**config.mk**
```make
export PLATFORM = sky130hd
export DESIGN_NAME = csa_adder
export DESIGN_NICKNAME = d
export VERILOG_FILES = /design/src/rtl/csa_pkg.sv /design/src/rtl/csa_bit_pg.sv /design/src/rtl/csa_group.sv /design/src/rtl/csa_sum.sv /design/src/rtl/csa_adder.sv
export SDC_FILE = /design/constraint.sdc
export NUM_CORES = 1
export LEC_CHECK = 0
export ABC_AREA = 1
export BUFFER_PORTS_ARGS = -buffer_cell sky130_fd_sc_hd__buf_2
export CAP_MARGIN = 20
export CORE_MARGIN = 3
export CORE_UTILIZATION = 40
export DETAILED_ROUTE_END_ITERATION = 10
export PLACE_DENSITY_LB_ADDON = 0.08
export SLEW_MARGIN = 20
export SYNTH_ARGS = -nofsm -noshare
export SYNTH_HDL_FRONTEND = slang
export SYNTH_SLANG_ARGS = --single-unit
```
**constraint.sdc**
```tcl
create_clock -name vclk -period 12.5
set_input_delay 1.25 -clock vclk [all_inputs]
set_output_delay 1.25 -clock vclk [all_outputs]
set_load 0.02 [all_outputs]
```
**src/rtl/csa_pkg.sv**
```systemverilog
package csa_pkg;

  localparam int MAX_GROUPS = 32;
  localparam int FIELD_BITS = 8;

  typedef logic [MAX_GROUPS*FIELD_BITS-1:0] width_list_t;

  // width of group k taken from the packed list
  function automatic int field_width(input width_list_t lst, input int k);
    return int'(lst[k*FIELD_BITS +: FIELD_BITS]);
  endfunction

  // bit index of the least significant bit of group k
  function automatic int group_lsb(input width_list_t lst, input int k);
    int acc;
    acc = 0;
    for (int j = 0; j < MAX_GROUPS; j++) begin
      if (j < k) acc += field_width(lst, j);
    end
    return acc;
  endfunction

  // total of the first n widths
  function automatic int width_total(input width_list_t lst, input int n);
    return group_lsb(lst, n);
  endfunction

  function automatic logic bit_generate(input logic x, input logic y);
    return x & y;
  endfunction

  function automatic logic bit_propagate(input logic x, input logic y);
    return x ^ y;
  endfunction

  // one step of the ripple recurrence
  function automatic logic carry_step(input logic g, input logic p, input logic c);
    return g | (p & c);
  endfunction

endpackage

```
**src/rtl/csa_bit_pg.sv**
```systemverilog
module csa_bit_pg #(
  parameter int W = 8
) (
  input  logic [W-1:0] op_x,
  input  logic [W-1:0] op_y,
  output logic [W-1:0] gen,
  output logic [W-1:0] prop
);
  import csa_pkg::*;

  for (genvar i = 0; i < W; i++) begin : g_bit
    assign gen[i]  = bit_generate(op_x[i], op_y[i]);
    assign prop[i] = bit_propagate(op_x[i], op_y[i]);
  end

endmodule

```
**src/rtl/csa_group.sv**
```systemverilog
module csa_group #(
  parameter int GW        = 4,
  parameter bit USE_SKIP  = 1'b1
) (
  input  logic [GW-1:0] gen,
  input  logic [GW-1:0] prop,
  input  logic          c_in,
  output logic [GW-1:0] bit_c,
  output logic          all_prop,
  output logic          c_out
);
  import csa_pkg::*;

  logic [GW:0] chain;
  logic        ripple_out;

  assign chain[0] = c_in;

  for (genvar i = 0; i < GW; i++) begin : g_rip
    assign chain[i+1] = carry_step(gen[i], prop[i], chain[i]);
  end

  assign bit_c      = chain[GW-1:0];
  assign ripple_out = chain[GW];
  assign all_prop   = &prop;

  if (USE_SKIP) begin : g_skip
    assign c_out = all_prop ? c_in : ripple_out;
  end else begin : g_plain
    assign c_out = ripple_out;
  end

endmodule

```
**src/rtl/csa_sum.sv**
```systemverilog
module csa_sum #(
  parameter int W = 8
) (
  input  logic [W-1:0] prop,
  input  logic [W-1:0] carry,
  output logic [W-1:0] s
);
  for (genvar i = 0; i < W; i++) begin : g_xor
    assign s[i] = prop[i] ^ carry[i];
  end
endmodule

```
**src/rtl/csa_adder.sv**
```systemverilog
module csa_adder #(
  parameter int                   WIDTH        = 16,
  parameter int                   NUM_GROUPS   = 5,
  parameter csa_pkg::width_list_t GROUP_WIDTHS = {8'd2, 8'd4, 8'd4, 8'd4, 8'd2}
) (
  input  logic [WIDTH-1:0] a,
  input  logic [WIDTH-1:0] b,
  input  logic             cin,
  output logic [WIDTH-1:0] sum,
  output logic             cout
);
  import csa_pkg::*;

  localparam int LIST_TOTAL = width_total(GROUP_WIDTHS, NUM_GROUPS);

  // the width list must cover the operand exactly
  if (LIST_TOTAL != WIDTH || NUM_GROUPS < 1 || NUM_GROUPS > MAX_GROUPS) begin : g_bad_list
    $error("csa_adder: group widths add to %0d, WIDTH is %0d", LIST_TOTAL, WIDTH);
  end

  logic [WIDTH-1:0]      bit_gen;
  logic [WIDTH-1:0]      bit_prop;
  logic [WIDTH-1:0]      bit_carry;
  logic [NUM_GROUPS:0]   grp_carry;
  logic [NUM_GROUPS-1:0] grp_prop;

  csa_bit_pg #(.W(WIDTH)) u_pg (
    .op_x (a),
    .op_y (b),
    .gen  (bit_gen),
    .prop (bit_prop)
  );

  assign grp_carry[0] = cin;

  for (genvar k = 0; k < NUM_GROUPS; k++) begin : g_grp
    localparam int LSB  = group_lsb(GROUP_WIDTHS, k);
    localparam int GW   = field_width(GROUP_WIDTHS, k);
    localparam bit SKIP = (k != 0) && (k != NUM_GROUPS - 1);

    csa_group #(.GW(GW), .USE_SKIP(SKIP)) u_grp (
      .gen      (bit_gen[LSB +: GW]),
      .prop     (bit_prop[LSB +: GW]),
      .c_in     (grp_carry[k]),
      .bit_c    (bit_carry[LSB +: GW]),
      .all_prop (grp_prop[k]),
      .c_out    (grp_carry[k+1])
    );
  end

  csa_sum #(.W(WIDTH)) u_sum (
    .prop  (bit_prop),
    .carry (bit_carry),
    .s     (sum)
  );

  assign cout = grp_carry[NUM_GROUPS];

endmodule

```
==> metrics <==
final hold violations=0; ant diodes=0; total number of vias=533; placed cell count=121; fin. max-slew vios=0; DRC=0; gr ovfl total=0; vias per inst=4.40; Slew HR=88.2%; drt initial violations=1; Post-DRT Antenna Nets=0; CP max stage cell=fa_1; wire length of the first global-routing pass=2.02 mm; Die Y=44.3 um; fin crit period=9.76 ns; vias in the first global route=555; fmax=102 MHz; Ports=50; postcts setup bufs=0; die width=44.3 um; most frequent cells in the layout=buf_2, fa_1, ha_1, inv_1, nand2_1; Hold Crit Class=in2out; Hold Startpoint=b[1]; Cell Area, Synth=586 um^2; largest net degree at the start of global routing=3; WL final=1.16 mm; VDD IR max=0.0275 mV; Rows=13; Hold Path Cell Cnt=3; WS Path Type=in2out; Area Overhead vs Synth=45.9%; Port Buffer Count=50; Resize count post-CTS=0; Cells after Synth=56; Slowest Stage Delay on Critical Path=0.40 ns; Crit Path Max Fanout=2; fin crit share=78.1%; commonest non-fill, non-tap cell in the layout=buf_2; Critical Path AT=8.51 ns; sequential standard cell area=0 um^2; post-synthesis sequential area ratio=0%; Starting Density=43.9%; Avg Cell Area, Syn=10.5 um^2; leakage power=0.495 nW; Most Frequent Cell on Critical Path=fa_1; FFs & Latches=0; Slew @ Worst Pin=0.176 ns; Startpoint Class=input port; # hold bufs at CTS=0; unrepaired setup endpoints after global routing=no; core area=1330 um^2; dpl hpwl=1.19 mm; # setup viols final=0; share of layout cells above drive strength 1=47.2%; Max Cap Viol=0; initial antenna violation count=0; status=finished, final reports clean; PwrDens=58.5 nW/um^2; die area=1960 um^2; WL/cell=9.60 um; clock buffer count=0; Yosys Warn Count=0; Distinct cells, synth=10; Hold Path End=sum[1]; Final #Nets=169; fillers=124; crit end category=output pin; TritonRoute pass-1 iters=4; setup tns final=0 ns; Post-Syn Nets=117; WP data required=11.25 ns; Total GRT Usage=12.9%; Layout Cells excl Fill=121; GP Congestion=0.747
==> cells in the mapped netlist, drive strengths merged <==
library cell  count  area, um^2
or2               1        6.26
and2              1        6.26
nand2             9        33.8
nor2              3        11.3
o21ai             2        10.0
inv              10        37.5
nand3             2        10.0
fa               16         320
ha               12         150
==> per-layer routing <==
metal	vias up	GRT usage (%)	routed length, um	share of wire [%]
met2	28	25.6	646	56
met4	0	0	0	0
met3	0	1.22	143	12
li1	263	-	-	-
met5	-	0	0	0
met1	242	15.7	372	32
==> layout make-up <==
type                            count  area [um^2]  share of cell area [%]
Multi-Input combinational cell     46          548                    64.1
Tap cell                           15         18.8                    2.20
Inverter                           10         37.5                    4.39
Timing Repair Buffer               50          250                    29.3
==> cells by family after synthesis <==
family | count (synthesis) | synth area share (%)
AOI/OAI and AO/OA | 2 | 1.71
adders and majority gates | 28 | 80.3
buffers and inverters | 10 | 6.41
and+or+nand+nor | 16 | 11.5
==> worst max-delay path by stage <==
| stage | start | to | cells after the start |
|---|---|---|---|
| 2_1_floorplan | a[0] | sum[15] | 26 |
| 3_3_place_gp | a[0] | sum[15] | 28 |
| 3_5_place_dp | a[0] | sum[15] | 28 |
| 4_1_cts | a[0] | sum[15] | 28 |
| 5_1_grt | a[0] | sum[15] | 28 |
| 6_report | a[0] | sum[15] | 28 |
==> critical path: cells and delay by family <==
| family | cells | cell delay [ns] |
|---|---|---|
| AO/OA/AOI/OAI | 2 | 0.21 |
| AND/OR/NAND/NOR | 4 | 0.59 |
| adder cells (fa/ha/maj) | 16 | 5.95 |
| buffers and inverters | 6 | 0.51 |
==> power by group <==
| group | internal (W) | switching, W |
|---|---|---|
| sequential | 0 | 0 |
| combinational | 0.0000191 | 0.0000309 |
| clock | 0 | 0 |
==> per-stage QoR <==
| stage | hold WS, ns | cell area [um^2] | util, % | setup WS (ns) | power [W] |
|---|---|---|---|---|---|
| after floorplan | 2.76 | 586 | - | 3.22 | 0.0000355 |
| after detailed placement | 2.88 | 855 | 64.1 | 2.68 | 0.0000513 |
| after global routing | 2.91 | 855 | 64.1 | 2.37 | 0.0000566 |
| after CTS | 2.88 | 855 | 64.1 | 2.65 | 0.0000514 |
| after global placement | 2.89 | 855 | 64.1 | 2.83 | 0.0000497 |
| final | 2.88 | 855 | 64.1 | 2.74 | 0.0000500 |
(Power assumes the default switching activity.)
